### src/rtl/rxq_pkg.sv
package rxq_pkg;

    localparam int DATA_W = 8;
    localparam int STAT_W = 3;

    typedef struct packed {
        logic brk;
        logic frm;
        logic par;
    } rxq_stat_t;

    typedef struct packed {
        rxq_stat_t              stat;
        logic [DATA_W-1:0]      data;
    } rxq_entry_t;

    localparam int ENTRY_W = $bits(rxq_entry_t);

    typedef enum logic [1:0] {
        OP_IDLE = 2'b00,
        OP_POP  = 2'b01,
        OP_PUSH = 2'b10,
        OP_BOTH = 2'b11
    } rxq_op_t;

    function automatic logic entry_bad(rxq_entry_t e);
        return e.stat.brk | e.stat.frm | e.stat.par;
    endfunction

endpackage

### src/rtl/rxq_ptr_ctrl.sv
module rxq_ptr_ctrl #(
    parameter int DEPTH = 16,
    localparam int AW = (DEPTH > 1) ? $clog2(DEPTH) : 1,
    localparam int CW = $clog2(DEPTH + 1)
) (
    input  logic          clk,
    input  logic          rst,
    input  logic          wr_req,
    input  logic          rd_req,
    output logic          do_push,
    output logic          do_pop,
    output logic          dropped,
    output logic [AW-1:0] wr_ptr,
    output logic [AW-1:0] rd_ptr,
    output logic [CW-1:0] fill,
    output logic          is_full,
    output logic          is_empty
);
    import rxq_pkg::*;

    localparam logic [AW-1:0] LAST = AW'(DEPTH - 1);
    localparam logic [CW-1:0] FULL_LVL = CW'(DEPTH);

    rxq_op_t op;

    assign is_empty = (fill == '0);
    assign is_full  = (fill == FULL_LVL);
    assign do_pop   = rd_req & ~is_empty;
    assign do_push  = wr_req & (~is_full | do_pop);
    assign dropped  = wr_req & ~do_push;
    assign op       = rxq_op_t'({do_push, do_pop});

    function automatic logic [AW-1:0] step(logic [AW-1:0] p);
        return (p == LAST) ? '0 : p + AW'(1);
    endfunction

    always_ff @(posedge clk) begin
        if (rst) begin
            wr_ptr <= '0;
            rd_ptr <= '0;
            fill   <= '0;
        end else begin
            unique case (op)
                OP_PUSH: begin
                    wr_ptr <= step(wr_ptr);
                    fill   <= fill + CW'(1);
                end
                OP_POP: begin
                    rd_ptr <= step(rd_ptr);
                    fill   <= fill - CW'(1);
                end
                OP_BOTH: begin
                    wr_ptr <= step(wr_ptr);
                    rd_ptr <= step(rd_ptr);
                end
                default: ;
            endcase
        end
    end

endmodule

### src/rtl/rxq_store.sv
module rxq_store #(
    parameter int DEPTH = 16,
    localparam int AW = (DEPTH > 1) ? $clog2(DEPTH) : 1
) (
    input  logic                clk,
    input  logic                we,
    input  logic [AW-1:0]       waddr,
    input  rxq_pkg::rxq_entry_t wentry,
    input  logic [AW-1:0]       raddr,
    output rxq_pkg::rxq_entry_t rentry
);
    import rxq_pkg::*;

    rxq_entry_t slot [DEPTH];

    for (genvar g = 0; g < DEPTH; g++) begin : g_slot
        always_ff @(posedge clk) begin
            if (we && (waddr == AW'(g))) begin
                slot[g] <= wentry;
            end
        end
    end

    assign rentry = slot[raddr];

endmodule

### src/rtl/rxq_err_track.sv
module rxq_err_track #(
    parameter int DEPTH = 16,
    localparam int CW = $clog2(DEPTH + 1)
) (
    input  logic clk,
    input  logic rst,
    input  logic add_ok,
    input  logic add_bad,
    input  logic sub_ok,
    input  logic sub_bad,
    output logic flag
);
    logic [CW-1:0] bad_cnt;
    logic          inc, dec;

    assign inc = add_ok & add_bad;
    assign dec = sub_ok & sub_bad;

    always_ff @(posedge clk) begin
        if (rst) begin
            bad_cnt <= '0;
        end else begin
            unique case ({inc, dec})
                2'b10:   bad_cnt <= bad_cnt + CW'(1);
                2'b01:   bad_cnt <= bad_cnt - CW'(1);
                default: bad_cnt <= bad_cnt;
            endcase
        end
    end

    assign flag = (bad_cnt != '0);

endmodule

### src/rtl/rx_err_fifo.sv
module rx_err_fifo #(
    parameter int DEPTH = 16,
    localparam int AW = (DEPTH > 1) ? $clog2(DEPTH) : 1,
    localparam int CW = $clog2(DEPTH + 1)
) (
    input  logic          clk,
    input  logic          rst,
    input  logic          push,
    input  logic [7:0]    push_data,
    input  logic [2:0]    push_stat,
    input  logic          pop,
    input  logic          ovr_rd,
    output logic [7:0]    head_data,
    output logic [2:0]    head_stat,
    output logic          err_any,
    output logic          empty,
    output logic          full,
    output logic [CW-1:0] level,
    output logic          overrun
);
    import rxq_pkg::*;

    rxq_entry_t    in_e, head_e, shown_e;
    logic          do_push, do_pop, dropped;
    logic [AW-1:0] wr_ptr, rd_ptr;

    assign in_e.data = push_data;
    assign in_e.stat = rxq_stat_t'(push_stat);

    rxq_ptr_ctrl #(.DEPTH(DEPTH)) u_ptr (
        .clk      (clk),
        .rst      (rst),
        .wr_req   (push),
        .rd_req   (pop),
        .do_push  (do_push),
        .do_pop   (do_pop),
        .dropped  (dropped),
        .wr_ptr   (wr_ptr),
        .rd_ptr   (rd_ptr),
        .fill     (level),
        .is_full  (full),
        .is_empty (empty)
    );

    rxq_store #(.DEPTH(DEPTH)) u_store (
        .clk    (clk),
        .we     (do_push),
        .waddr  (wr_ptr),
        .wentry (in_e),
        .raddr  (rd_ptr),
        .rentry (head_e)
    );

    rxq_err_track #(.DEPTH(DEPTH)) u_err (
        .clk     (clk),
        .rst     (rst),
        .add_ok  (do_push),
        .add_bad (entry_bad(in_e)),
        .sub_ok  (do_pop),
        .sub_bad (entry_bad(head_e)),
        .flag    (err_any)
    );

    always_ff @(posedge clk) begin
        if (rst) begin
            overrun <= 1'b0;
        end else if (dropped) begin
            overrun <= 1'b1;
        end else if (ovr_rd) begin
            overrun <= 1'b0;
        end
    end

    assign shown_e   = empty ? '0 : head_e;
    assign head_data = shown_e.data;
    assign head_stat = shown_e.stat;

endmodule

### config.mk
export PLATFORM = sky130hd
export DESIGN_NAME = rx_err_fifo
export DESIGN_NICKNAME = d
export VERILOG_FILES = /design/src/rtl/rxq_pkg.sv /design/src/rtl/rxq_ptr_ctrl.sv /design/src/rtl/rxq_store.sv /design/src/rtl/rxq_err_track.sv /design/src/rtl/rx_err_fifo.sv
export SDC_FILE = /design/constraint.sdc
export NUM_CORES = 1
export LEC_CHECK = 0
export CAP_MARGIN = 20
export CORE_ASPECT_RATIO = 0.9
export CORE_MARGIN = 3
export CORE_UTILIZATION = 30
export DETAILED_ROUTE_END_ITERATION = 8
export GPL_TIMING_DRIVEN = 0
export SLEW_MARGIN = 20
export SYNTH_ARGS = -nofsm -noshare
export SYNTH_HDL_FRONTEND = slang
export SYNTH_HIERARCHICAL = 1
export SYNTH_SLANG_ARGS = --single-unit
### constraint.sdc
create_clock -name clk -period 4.45 [get_ports clk]
set_input_delay 1.335 -clock clk [delete_from_list [all_inputs] [get_ports clk]]
set_output_delay 1.335 -clock clk [all_outputs]
set_load 0.03 [all_outputs]
Word level (Yosys, flattened, before mapping) --
Memories as Yosys holds them, arrays and structs flattened. A register that Yosys moved wholly into a read port is not among the register bits. Cells that the tools add are included.
Storage, ports and cells: bits in registers 19, word-level logic and storage cells 172, bits of input ports 16, memory bits (writable) 176, memories 1, output and inout bits 20
Operators by class: reductions and logical operators 39, equal/unequal tests 22, add/subtract/negate cells 6, bitwise logic cells 13, muxes and demuxes 86
Memory list:
- u_store.slot | depth 16, width 11, rd ports 1, clocked after memory_dff 1, wr ports 1, RTL line rxq_store.sv:14 | rxq_entry_t slot [DEPTH];
Operators with widths (count):
- $mux W11 | 16
- $reduce_or A11 Y1 | 15
- $mux W4 | 19
- $mux W1 | 49
- $eq A4 B4 Y1 const B | 9
- $pmux W5 S2 | 2
- $eq A4 B3 Y1 const B | 4
- $logic_and A1 B1 Y1 | 16
- $add A5 B1 Y5 const B | 2
- $sub A5 B1 Y5 const B | 2
- $add A4 B1 Y4 const B | 2
- $eq A4 B2 Y1 const B | 2
- $eq A2 B2 Y1 const B | 3
- $reduce_bool A2 Y1 | 3
- $and A1 B1 Y1 | 5
- $eq A5 B5 Y1 const B | 1
- $logic_not A5 Y1 | 1
- $or A1 B1 Y1 | 5
- $reduce_bool A5 Y1 | 1
- $eq A2 B1 Y1 const B | 2
- $eq A4 B1 Y1 const B | 1
- $logic_not A4 Y1 | 1
- $reduce_or A2 Y1 | 2
- $not A1 Y1 | 3

Depth between registers and ports, before layout --
Gate-level depths: netlist of run 1.
word-level depth 24, mapped depth 15, gate-level depth less buffers 12

Modules after synthesis --
Netlist of run 1, hierarchy kept.
By module, submodules not included:
- rxq_store | cells each 294, area an instance 6819.0 µm², sequential area each 5285.1 µm², instances 1
- rxq_ptr_ctrl | cells each 94, area an instance 790.8 µm², sequential area each 260.2 µm², instances 1
- rxq_err_track | cells each 46, area an instance 394.1 µm², sequential area each 100.1 µm², instances 1
- rx_err_fifo | cells each 18, area an instance 123.9 µm², sequential area each 20.0 µm², instances 1

Least setup slack after synthesis of run 1 --
No wires, ideal clock.
kind flip-flop to flip-flop, start point register, netlist name u_ptr/rd_ptr[0], end point register u_err.bad_cnt[4], period minus slack after synthesis 3.344 ns, library setup time 0.121 ns, stages on the path, launching flop included 16, path buffers 3, arrival 3.223 ns, data required time 4.329 ns, slack 1.106 ns, path through dfxtp_1 -> buf_6 -> buf_8 -> mux4_1 -> a22oi_1 -> nand2_1 -> or3_1 -> and2_1 -> ha_1 -> buf_6 -> xor2_1 -> ha_1 -> o21ai_0 -> nand2_1 -> o221ai_1 -> mux2_2
RTL lines:
- end signal, assigned | RTL line rxq_err_track.sv:24 | 2'b10: bad_cnt <= bad_cnt + CW'(1);
- end signal, assigned | RTL line rxq_err_track.sv:25 | 2'b01: bad_cnt <= bad_cnt - CW'(1);
- end signal, assigned | RTL line rxq_err_track.sv:26 | default: bad_cnt <= bad_cnt;
- end, declared | RTL line rxq_err_track.sv:13 | logic [CW-1:0] bad_cnt;

==> results of run 1 <==
## metal layers
metal	share of wire (%)	wire length (um)	vias up	track usage, %
met5	0	0	-	0
met1	45	7580	2257	16.4
met2	48	8130	139	19.4
li1	-	-	1941	-
met3	7.1	1200	10	3.25
met4	0.56	96	0	2.32
## layout by cell type (no fill, tap or decap), types with 15 or more instances in the layout
master,count
sky130_fd_sc_hd__nor2b_1,15
sky130_fd_sc_hd__edfxtp_1,176
sky130_fd_sc_hd__mux4_1,21
sky130_fd_sc_hd__mux4_2,23
sky130_fd_sc_hd__clkdlybuf4s50_1,33
sky130_fd_sc_hd__nor2_1,24
sky130_fd_sc_hd__dfxtp_1,19
sky130_fd_sc_hd__a22oi_1,22
sky130_fd_sc_hd__clkbuf_16,17
sky130_fd_sc_hd__nand2_1,26
## how the worst max path moves through the flow
stage	start	to	slack, ns	cells after the start
after global placement	pop	u_store/slot[0][3]$_DFFE_PP_	-0.25	5
final	u_ptr/rd_ptr[0]$_SDFFE_PP0P_	head_stat[0]	0.14	7
after global routing	u_ptr/rd_ptr[0]$_SDFFE_PP0P_	head_stat[0]	0.02	7
after floorplan	u_ptr/rd_ptr[0]$_SDFFE_PP0P_	u_err/bad_cnt[4]$_SDFFE_PP0P_	1.11	15
after detailed placement	pop	u_store/slot[1][3]$_DFFE_PP_	0.22	5
after CTS	u_ptr/rd_ptr[1]$_SDFFE_PP0P_	head_stat[0]	0.02	7
## cell families (layout without fill, tap and decap cells)
| kind of cell | count (synthesis) | in the layout | synth area share, % |
|---|---|---|---|
| xor+xnor | 7 | 7 | 0.754 |
| buf+inv | 26 | 98 | 2.23 |
| simple gates | 108 | 108 | 6.65 |
| flops | 195 | 195 | 69.7 |
| compound gates | 54 | 54 | 4.76 |
| mux | 49 | 49 | 13.8 |
| fa+ha+maj | 13 | 13 | 2.09 |
## critical path, stage by stage, from the launching register on
cell and delay, ns:
sky130_fd_sc_hd__dfxtp_1 0.43, sky130_fd_sc_hd__buf_6 0.21, sky130_fd_sc_hd__buf_6 0.20, sky130_fd_sc_hd__mux4_1 0.58, sky130_fd_sc_hd__a22oi_1 0.22, sky130_fd_sc_hd__nand2_1 0.16, sky130_fd_sc_hd__nor2b_1 0.16, sky130_fd_sc_hd__clkdlybuf4s50_1 0.59
## power by group through the flow
stage	sequential, uW	combinational [uW]	clock, uW
final	2220	1820	1490
after global routing	2230	1950	1600
after CTS	2220	1830	1530
after detailed placement	2260	1810	0
after global placement	2240	1770	0
after floorplan	2250	1210	0
## through the flow
step | std cells | hold slack, ns | util [%]
2_1_floorplan | 452 | 0.467 | -
6_report | 872 | 0.470 | 36.4
4_1_cts | 872 | 0.471 | 36.4
5_1_grt | 872 | 0.511 | 36.4
3_3_place_gp | 835 | 0.467 | 33.8
3_5_place_dp | 840 | 0.461 | 34.1
## area by class of cell
class	instances	area, um2	share of cell area [%]
Timing Repair Buffer	40	400	4.17
Clock inverter	13	149	1.55
Tap cell	348	435	4.54
Clock buffer	19	433	4.51
Buffer	19	154	1.60
Multi-Input combinational cell	231	2330	24.2
Sequential cell	195	5670	59.1
Inverter	7	28.8	0.300
## registers in the layout, indices dropped and copies added, names as in the netlist
| signal | count |
|---|---|
| u_store/slot | 176 |
| u_ptr/wr_ptr | 4 |
| u_ptr/fill | 5 |
| u_ptr/rd_ptr | 4 |
| overrun | 1 |
| u_err/bad_cnt | 5 |
==> run summary, run 1 <==
DETAILED ROUTING
--------------------------------------------------------------------------------------------------------
Via-per-instance ratio                                                                              4.99
Total Routed Length                                                                            17,000 um
Post-DRT Antenna Nets                                                                                  0
Detailed-route via count                                                                           4,347
Detailed Route Iter0 Violations                                                                      517
Number of DRC violations after detailed routing                                                        0
First-pass DRT Iterations                                                                              5
Wire length per cell                                                                             19.5 um

SYNTH
--------------------------------------------------------------------------------------------------------
Post-synth EDFFs                                                                                     176
Syn. warnings                                                                                          6
Cell types with the largest area share after synthesis                                      sky130_fd_sc_hd__edfxtp_1 (65%), sky130_fd_sc_hd__mux4_1 (6.8%), sky130_fd_sc_hd__mux4_2 (6.4%)
Cell taking the most area after synthesis                                                   sky130_fd_sc_hd__edfxtp_1
Main synth FF type                                                                          sky130_fd_sc_hd__edfxtp_1
Post-synth top area share                                                                          65.0%
Post-synth ARST share                                                                                 0%
Most frequent cell after synthesis                                                          sky130_fd_sc_hd__edfxtp_1
Flops & latches, synth                                                                               195
Post-synthesis net count                                                                             481
Seq/Total Area, Yosys                                                                              69.7%
Mapped cell area                                                                                8130 um2
Post-synthesis cell count                                                                            452
Number of library cell types mapped by synthesis                                                      54
Commonest cells in the netlist                                                              sky130_fd_sc_hd__edfxtp_1 (176), sky130_fd_sc_hd__nor2_1 (34), sky130_fd_sc_hd__nand2_1 (26)
Mean area per synthesized cell                                                                  18.0 um2

TIMING
--------------------------------------------------------------------------------------------------------
Setup repair after global routing missed its margin                                                false
Final Hold Viols                                                                                       0
Final clock period utilization by the worst path                                                   96.9%
Maximum clock frequency                                                                          232 MHz
Relative slew slack                                                                                31.0%
Setup TNS                                                                                           0 ns
Setup skew after layout                                                                       0.00824 ns
Max-slew violations                                                                                    0
Worst slew pin tran                                                                              1.03 ns
Final min period                                                                                 4.31 ns
Final count of negative-setup-slack endpoints                                                          0
Post-layout worst setup margin                                                                  0.137 ns

POWER AND IR DROP
--------------------------------------------------------------------------------------------------------
Portion of total power attributed to combinational logic                                           32.9%
Proportion of power drawn by flip-flops and latches                                                40.1%
Internal power component                                                                         3730 uW
Clock power share                                                                                  27.0%
Leakage                                                                                       0.00312 uW
Fraction of power spent switching nets                                                             32.5%
Switching power of the nets                                                                      1790 uW
Maximum resistive drop on vdd                                                                   0.655 mV
Total power draw                                                                                 5520 uW
PD cells                                                                                      576 nW/um2

FLOORPLANNING
--------------------------------------------------------------------------------------------------------
Starting utilization of the core area                                                              30.9%
Chip Height                                                                                       162 um
Row Count                                                                                             56
Horizontal die dimension                                                                          180 um
Die outline area                                                                              29,100 um2
Core Area                                                                                     26,300 um2
Ports                                                                                                 36

CELLS AND AREA
--------------------------------------------------------------------------------------------------------
Fill cell instance count of the final layout                                                       2,486
Antenna Cells                                                                                          0
Final standard cell area without fillers                                                        9590 um2
Area growth from synthesis to final layout                                                         18.0%
Share of final-layout standard cells stronger than drive strength 1                                18.3%
Number of nets at the end of the flow                                                                540

MIN PATH
--------------------------------------------------------------------------------------------------------
Endpoint with the worst hold slack                                                          overrun$_SDFFE_PP0P_
Hold Crit Class                                                                               reg -> reg
Launch instance of the worst min-delay path                                                 overrun$_SDFFE_PP0P_
Hold-critical path depth                                                                               2

PLACED DESIGN
--------------------------------------------------------------------------------------------------------
Gp weighted congestion                                                                             0.771
Port Buffer Count                                                                                     35
Post-DP HPWL                                                                                   11,200 um
Cell area after placement                                                                       9000 um2
Post-Place Worst Slack                                                                          0.217 ns

CLOCKING
--------------------------------------------------------------------------------------------------------
Number of hold buffers added after CTS                                                                 0
Clock Sinks                                                                                          195
Postcts setup bufs                                                                                     0
Clock Path Buffers                                                                                     2
Clock tree from TritonCTS                                                                          built
Library cell used as clock root buffer                                                      sky130_fd_sc_hd__clkbuf_16
Number of H-tree levels                                                                                4
Clock latency on the worst-skew pair                                                             0.42 ns
CTS buffer count                                                                                      17
Cells resized by post-CTS repair                                                                       0
Post-CTS clock slew at the launch and capture registers of the worst setup and hold paths        0.07 ns

WORST SETUP PATH
--------------------------------------------------------------------------------------------------------
Type of the worst setup path                                                                  reg -> out
Critical path peak fanout                                                                             10
Internal reg-to-reg setup slack                                                                  0.61 ns
CP Launch Type                                                                                      flop
Critical path data required time                                                                 3.12 ns
Critical R2R Capture                                                                        u_err/bad_cnt[2]$_SDFFE_PP0P_
Cell count of the worst reg-to-reg path                                                               15
Reg-to-reg startpoint                                                                       u_ptr/rd_ptr[0]$_SDFFE_PP0P_
Critical path arrival                                                                            2.98 ns
Critical path endpoint category                                                             primary output

JOB
--------------------------------------------------------------------------------------------------------
Max-cap check violation count                                                                          0

GLOBAL ROUTE
--------------------------------------------------------------------------------------------------------
Global router's overall resource usage                                                             12.0%
Number of antenna violations at the first check in global routing                                      0
Wire length of the first global-routing pass                                                   26,400 um
Remaining global-route overflow                                                                        0
Largest net degree at the start of global routing                                                     19
Via count of the first global-routing pass                                                         4,392

STATUS
--------------------------------------------------------------------------------------------------------
Result of the run                                                                           complete, no violations

No activity file was read; power rests on OpenSTA's default activity.
==> run 2, diff against run 1 <==
--- a/config.mk
+++ b/config.mk
@@ -11,6 +11,7 @@
 export CORE_UTILIZATION = 30
 export DETAILED_ROUTE_END_ITERATION = 8
 export GPL_TIMING_DRIVEN = 0
+export REMOVE_ABC_BUFFERS = 1
 export SLEW_MARGIN = 20
 export SYNTH_ARGS = -nofsm -noshare
 export SYNTH_HDL_FRONTEND = slang
==> run 2 against run 1 <==
Compared with the run above:
- power decreased by 0.48%
- die area unchanged
- global-route usage increased by 0.24 points
- cell count decreased by 2.2%
- fmax decreased by 0.53%
==> run summary, run 2 (synthesized netlist as in run 1, its figures left out) <==
STATUS
--------------------------------------------------------------------------------------------------------
Result of the run                                                                           complete, no violations

TIMING
--------------------------------------------------------------------------------------------------------
Setup repair after global routing missed its margin                                                false
Maximum clock frequency                                                                          231 MHz
Setup TNS                                                                                           0 ns
Final clock period utilization by the worst path                                                   97.4%
Final min period                                                                                 4.34 ns
Max-slew violations                                                                                    0
Final count of negative-setup-slack endpoints                                                          0
Final Hold Viols                                                                                       0
Worst slew pin tran                                                                             0.998 ns
Relative slew slack                                                                                33.4%
Setup skew after layout                                                                        0.0155 ns

PLACED DESIGN
--------------------------------------------------------------------------------------------------------
Gp weighted congestion                                                                             0.740
Cell area after placement                                                                       8890 um2
Post-DP HPWL                                                                                   10,700 um
Port Buffer Count                                                                                     35

WORST SETUP PATH
--------------------------------------------------------------------------------------------------------
Crit. path cell count                                                                                  6
Worst stage delay on the critical path                                                           0.63 ns
Critical path endpoint category                                                             primary output
Critical path data required time                                                                 3.12 ns
Buffers & Inverters on Critical Path                                                                   2
CP endpoint                                                                                 head_data[4]
Type of the worst setup path                                                                  reg -> out
Cell count of the worst reg-to-reg path                                                               12
Reg-to-reg startpoint                                                                       u_ptr/rd_ptr[0]$_SDFFE_PP0P_
Critical path, cell by cell                                                                 buf_16 > mux4_1 > a22oi_1 > nand2_1 > nor2b_1 > clkdlybuf4s50_1
Internal reg-to-reg setup slack                                                                  0.63 ns
Critical R2R Capture                                                                        u_err/bad_cnt[4]$_SDFFE_PP0P_
Critical path peak fanout                                                                             37
Critical Path Slowest Stage Cell                                                            sky130_fd_sc_hd__clkdlybuf4s50_1
Worst path top cell family by delay                                                         buffers and inverters
CP Launch Type                                                                                      flop
Worst Setup SP                                                                              u_ptr/rd_ptr[0]$_SDFFE_PP0P_
Critical path arrival                                                                            3.00 ns

CELLS AND AREA
--------------------------------------------------------------------------------------------------------
Most frequent standard cell in the layout excluding fill and tap cells                      sky130_fd_sc_hd__edfxtp_1
Antenna Cells                                                                                          0
Commonest cells after routing, fill and taps aside                                          sky130_fd_sc_hd__edfxtp_1 (176), sky130_fd_sc_hd__clkdlybuf4s50_1 (30), sky130_fd_sc_hd__nand2_1 (26)
Register with the highest flop count                                                        u_store/slot
Share of final-layout standard cells stronger than drive strength 1                                17.4%
Number of nets at the end of the flow                                                                521
Fill cell instance count of the final layout                                                       2,465
Registers with the most flip-flops                                                          u_store/slot x176, u_err/bad_cnt x5, u_ptr/fill x5
Flip-flop count of the largest register after layout                                                 176
Final standard cell area without fillers                                                        9520 um2
Area growth from synthesis to final layout                                                         17.1%

DETAILED ROUTING
--------------------------------------------------------------------------------------------------------
Detailed-route via count                                                                           4,339
Via-per-instance ratio                                                                              5.09
First-pass DRT Iterations                                                                              4
Post-DRT Antenna Nets                                                                                  0
Number of DRC violations after detailed routing                                                        0
Wire length per cell                                                                             20.6 um
Total Routed Length                                                                            17,500 um
Detailed Route Iter0 Violations                                                                      277

FLOORPLANNING
--------------------------------------------------------------------------------------------------------
Starting utilization of the core area                                                              30.9%
Core Area                                                                                     26,300 um2
Die outline area                                                                              29,100 um2
Horizontal die dimension                                                                          180 um
Ports                                                                                                 36
Row Count                                                                                             56
Chip Height                                                                                       162 um

CLOCKING
--------------------------------------------------------------------------------------------------------
Clock Path Buffers                                                                                     2
Clock Sinks                                                                                          195
Clock tree from TritonCTS                                                                          built
Number of H-tree levels                                                                                4
Library cell used as clock root buffer                                                      sky130_fd_sc_hd__clkbuf_16
Clock latency on the worst-skew pair                                                             0.44 ns
CTS buffer count                                                                                      17
Post-CTS clock slew at the launch and capture registers of the worst setup and hold paths        0.07 ns
Postcts setup bufs                                                                                     0

MIN PATH
--------------------------------------------------------------------------------------------------------
Hold Crit Class                                                                               reg -> reg

GLOBAL ROUTE
--------------------------------------------------------------------------------------------------------
Number of antenna violations at the first check in global routing                                      0
Wire length of the first global-routing pass                                                   26,700 um
Remaining global-route overflow                                                                        0
Via count of the first global-routing pass                                                         4,477
Largest net degree at the start of global routing                                                     48
Global router's overall resource usage                                                             12.2%

JOB
--------------------------------------------------------------------------------------------------------
Max-cap check violation count                                                                          0

POWER AND IR DROP
--------------------------------------------------------------------------------------------------------
Leakage                                                                                       0.00309 uW
Maximum resistive drop on vdd                                                                   0.315 mV
PD cells                                                                                      577 nW/um2

## run 2: cell count changes in the layout (fill, tap and decap cells not counted), sizes merged
cell / previous run / this run
clkdlybuf4s50: 33 / 30
dlymetal6s2s: 2 / 5
clkbuf: 23 / 18
inv: 11 / 13
clkinvlp: 1 / 0
buf: 20 / 5
## run 2: through the flow
step                      setup WS [ns]  hold slack, ns  cells  power (uW)  utilization, %
after CTS                        0.0688           0.502    853        5550            36.1
after global placement            -1.34           0.459    816        3920            33.3
after global routing            0.00164           0.522    853        5740            36.1
final                             0.114           0.489    853        5490            36.1
after floorplan                  -0.143           0.494    433        3380               -
after detailed placement          0.208           0.492    821        4000            33.8
## run 2: cell type report
cell class | count | area, um2 | share of cell area, %
clock buffer | 18 | 429 | 4.51
clock inverter | 14 | 184 | 1.93
inverter | 7 | 28.8 | 0.302
multi-input combinational | 231 | 2340 | 24.6
sequential | 195 | 5670 | 59.6
tap | 348 | 435 | 4.57
timing repair buffer | 40 | 432 | 4.53
## run 2: what timing repair did
item                                   in CTS  in global routing
resized for setup                           0                  5
hold buffers                                0                  0
endpoints found under the hold margin       0                  0
setup endpoints to repair                   0                  5
## run 2: power breakdown
part           internal, uW  total (uW)  switching (uW)  leakage (uW)
clock                   812        1550             741      0.000298
sequential             2120        2280             165       0.00175
combinational           762        1660             896       0.00105
## run 2: worst min path at each step
stage                                      start                      endpoint  cells after the start
detailed placement          overrun$_SDFFE_PP0P_          overrun$_SDFFE_PP0P_                      2
floorplan           u_ptr/wr_ptr[3]$_SDFFE_PP0P_  u_ptr/wr_ptr[3]$_SDFFE_PP0P_                      2
finish                      overrun$_SDFFE_PP0P_          overrun$_SDFFE_PP0P_                      2
global route                overrun$_SDFFE_PP0P_          overrun$_SDFFE_PP0P_                      2
global placement            overrun$_SDFFE_PP0P_          overrun$_SDFFE_PP0P_                      2
CTS                         overrun$_SDFFE_PP0P_          overrun$_SDFFE_PP0P_                      2
## run 2: layer usage
layer | wire length (um) | part of all wire, % | GRT usage [%]
met4 | 148 | 0.84 | 3.30
met3 | 839 | 4.8 | 2.98
met5 | 0 | 0 | 0
met1 | 7970 | 45 | 16.2
met2 | 8580 | 49 | 20.2
## run 2: tightest hold or removal path, stage by stage (launching register included)
cell	delay, ns
sky130_fd_sc_hd__dfxtp_1	0.31
sky130_fd_sc_hd__nand2b_1	0.06
sky130_fd_sc_hd__a21oi_1	0.06
==> run 3, diff against run 2 <==
--- a/config.mk
+++ b/config.mk
@@ -6,12 +6,16 @@
 export NUM_CORES = 1
 export LEC_CHECK = 0
 export CAP_MARGIN = 20
+export CELL_PAD_IN_SITES_DETAIL_PLACEMENT = 0
+export CELL_PAD_IN_SITES_GLOBAL_PLACEMENT = 1
 export CORE_ASPECT_RATIO = 0.9
 export CORE_MARGIN = 3
 export CORE_UTILIZATION = 30
 export DETAILED_ROUTE_END_ITERATION = 8
 export GPL_TIMING_DRIVEN = 0
+export PLACE_DENSITY_LB_ADDON = 0.1
 export REMOVE_ABC_BUFFERS = 1
+export SETUP_SLACK_MARGIN = 0.2
 export SLEW_MARGIN = 20
 export SYNTH_ARGS = -nofsm -noshare
 export SYNTH_HDL_FRONTEND = slang
==> run 3 against run 2 <==
Compared with the run above:
- critical path depth is the same
- non-clock buffer count grew 6
- setup slack gained 0.22 ns
- clock-buffer cell count shrank 1
- sequential share of layout area shrank 0.19 points
- die area is the same
- cell count grew 0.59%
- critical endpoint is now head_data[1]
- power shrank 0.73%
- clock skew grew 0.0024 ns
==> run summary, run 3 (synthesized netlist as in run 1, its figures left out) <==
CELLS AND AREA
--------------------------------------------------------------------------------------------------------
Antenna Cells                                                                                          0
Flip-flop count of the largest register after layout                                                 176
Number of nets at the end of the flow                                                                527
Most frequent standard cell in the layout excluding fill and tap cells                      sky130_fd_sc_hd__edfxtp_1
Commonest cells after routing, fill and taps aside                                          sky130_fd_sc_hd__edfxtp_1 (176), sky130_fd_sc_hd__clkdlybuf4s50_1 (27), sky130_fd_sc_hd__nand2_1 (26)
Register with the highest flop count                                                        u_store/slot
Filler-free cell count of the finished design                                                        858
Registers with the most flip-flops                                                          u_store/slot x176, u_err/bad_cnt x5, u_ptr/fill x5
Share of final-layout standard cells stronger than drive strength 1                                19.0%
Area growth from synthesis to final layout                                                         17.5%

WORST SETUP PATH
--------------------------------------------------------------------------------------------------------
CP Launch Type                                                                                      flop
Crit. path cell count                                                                                  6
Worst path top cell family by delay                                                         buffers and inverters
Critical path, cell by cell                                                                 buf_4 > mux4_1 > a22oi_1 > nand2_1 > nor2b_1 > clkdlybuf4s50_1
Critical path arrival                                                                            2.78 ns
Critical path peak fanout                                                                             10
Critical path data required time                                                                 3.12 ns
Critical path endpoint category                                                             primary output
Internal reg-to-reg setup slack                                                                  0.65 ns
Worst stage delay on the critical path                                                           0.61 ns
Critical Path Slowest Stage Cell                                                            sky130_fd_sc_hd__clkdlybuf4s50_1
Buffers & Inverters on Critical Path                                                                   2
Type of the worst setup path                                                                  reg -> out
Cell count of the worst reg-to-reg path                                                               13

DETAILED ROUTING
--------------------------------------------------------------------------------------------------------
Detailed Route Iter0 Violations                                                                      223
Via-per-instance ratio                                                                              4.78
Total Routed Length                                                                            17,900 um
Post-DRT Antenna Nets                                                                                  0
Number of DRC violations after detailed routing                                                        0
First-pass DRT Iterations                                                                              4
Detailed-route via count                                                                           4,102
Wire length per cell                                                                             20.9 um

TIMING
--------------------------------------------------------------------------------------------------------
Final count of negative-setup-slack endpoints                                                          0
Final min period                                                                                 4.11 ns
Setup skew after layout                                                                        0.0179 ns
Maximum clock frequency                                                                          243 MHz
Relative slew slack                                                                                41.2%
Max-slew violations                                                                                    0
Setup repair after global routing missed its margin                                                 true
Post-layout worst setup margin                                                                  0.337 ns
Final Hold Viols                                                                                       0
Final clock period utilization by the worst path                                                   92.4%
Worst slew pin tran                                                                             0.881 ns

CLOCKING
--------------------------------------------------------------------------------------------------------
Clock Path Buffers                                                                                     2
Clock latency on the worst-skew pair                                                             0.43 ns
Number of H-tree levels                                                                                4
Clock tree from TritonCTS                                                                          built
Post-CTS clock slew at the launch and capture registers of the worst setup and hold paths        0.07 ns
Library cell used as clock root buffer                                                      sky130_fd_sc_hd__clkbuf_16
Clock Sinks                                                                                          195
CTS buffer count                                                                                      17

FLOORPLANNING
--------------------------------------------------------------------------------------------------------
Horizontal die dimension                                                                          180 um
Row Count                                                                                             56
Ports                                                                                                 36
Die outline area                                                                              29,100 um2
Chip Height                                                                                       162 um
Starting utilization of the core area                                                              30.9%
Core Area                                                                                     26,300 um2

PLACED DESIGN
--------------------------------------------------------------------------------------------------------
Port Buffer Count                                                                                     35
Post-Place Worst Slack                                                                          0.151 ns
Gp weighted congestion                                                                             0.700
Post-DP HPWL                                                                                   11,400 um
Placed Instances                                                                                     824

STATUS
--------------------------------------------------------------------------------------------------------
Result of the run                                                                           complete, no violations

GLOBAL ROUTE
--------------------------------------------------------------------------------------------------------
Global router's overall resource usage                                                             12.6%
Via count of the first global-routing pass                                                         4,322
Wire length of the first global-routing pass                                                   27,000 um
Remaining global-route overflow                                                                        0
Number of antenna violations at the first check in global routing                                      0
Largest net degree at the start of global routing                                                     34

POWER AND IR DROP
--------------------------------------------------------------------------------------------------------
Leakage                                                                                       0.00310 uW
PD cells                                                                                      571 nW/um2
Maximum resistive drop on vdd                                                                   0.263 mV

MIN PATH
--------------------------------------------------------------------------------------------------------
Hold Crit Class                                                                               reg -> reg
Hold-critical path depth                                                                               2

JOB
--------------------------------------------------------------------------------------------------------
Max-cap check violation count                                                                          0

run 3: cell count changes in the layout (fill, tap and decap cells not counted), moves of 2 or more:
cell | before | now
sky130_fd_sc_hd__buf_4 | 1 | 7
sky130_fd_sc_hd__dlygate4sd2_1 | 0 | 4
sky130_fd_sc_hd__clkdlybuf4s50_1 | 30 | 27
sky130_fd_sc_hd__clkinv_8 | 4 | 2
sky130_fd_sc_hd__dlymetal6s2s_1 | 5 | 3
run 3: area by class of cell:
type | instances | area [um2]
multi-input combinational | 231 | 2350
tap | 348 | 435
sequential | 195 | 5670
clock buffer | 17 | 425
timing repair buffer | 46 | 470
fill | 2516 | 16800
clock inverter | 14 | 168
inverter | 7 | 28.8
run 3: stage by stage:
| step | hold WS [ns] | utilization, % | power [uW] | TNS, ns | instance area, um2 |
|---|---|---|---|---|---|
| floorplan | 0.494 | - | 3380 | -0.239 | 7980 |
| global placement | 0.465 | 33.3 | 3970 | -37.01 | 8760 |
| detailed placement | 0.475 | 33.9 | 4010 | 0 | 8920 |
| CTS | 0.484 | 36.2 | 5560 | 0 | 9540 |
| global route | 0.516 | 36.3 | 5760 | 0 | 9550 |
| finish | 0.480 | 36.3 | 5450 | 0 | 9550 |
run 3: worst paths after layout:
kind / start / to
worst min-delay path: overrun$_SDFFE_PP0P_ / overrun$_SDFFE_PP0P_
worst max register to register: u_ptr/rd_ptr[0]$_SDFFE_PP0P_ / u_err/bad_cnt[4]$_SDFFE_PP0P_
worst min register to register: overrun$_SDFFE_PP0P_ / overrun$_SDFFE_PP0P_
worst max-delay path: u_ptr/rd_ptr[0]$_SDFFE_PP0P_ / head_data[1]
run 3: timing repair:
item,in CTS,in global routing
hold endpoints to repair,0,0
gates resized for setup,6,6
hold buffers,0,0
pin swaps,0,0
endpoints found under the setup margin,12,5
setup buffers,3,0
cloned,0,0
run 3: worst register-to-register path: stages (launching register included):
cell and delay (ns):
sky130_fd_sc_hd__dfxtp_4 0.37, sky130_fd_sc_hd__buf_4 0.23, sky130_fd_sc_hd__buf_4 0.18, sky130_fd_sc_hd__mux4_1 0.56, sky130_fd_sc_hd__a22oi_1 0.27, sky130_fd_sc_hd__nand2_1 0.14
sky130_fd_sc_hd__or3_1 0.38, sky130_fd_sc_hd__and2_1 0.17, sky130_fd_sc_hd__ha_1 0.32, sky130_fd_sc_hd__ha_1 0.37, sky130_fd_sc_hd__nor2_1 0.12, sky130_fd_sc_hd__mux2i_1 0.07
sky130_fd_sc_hd__o221ai_1 0.18, sky130_fd_sc_hd__mux2_2 0.35
run 3: power by group:
part	switching, uW	internal (uW)
Clock	719	802
Sequential	112	2120
Combinational	937	766
run 3: per-layer routing:
metal	GRT usage, %	vias to the layer above	share of wire (%)
li1	-	1914	-
met1	18.0	2144	50
met2	20.0	34	48
met3	2.37	10	1.8
met4	3.16	0	0.83
met5	0	-	0
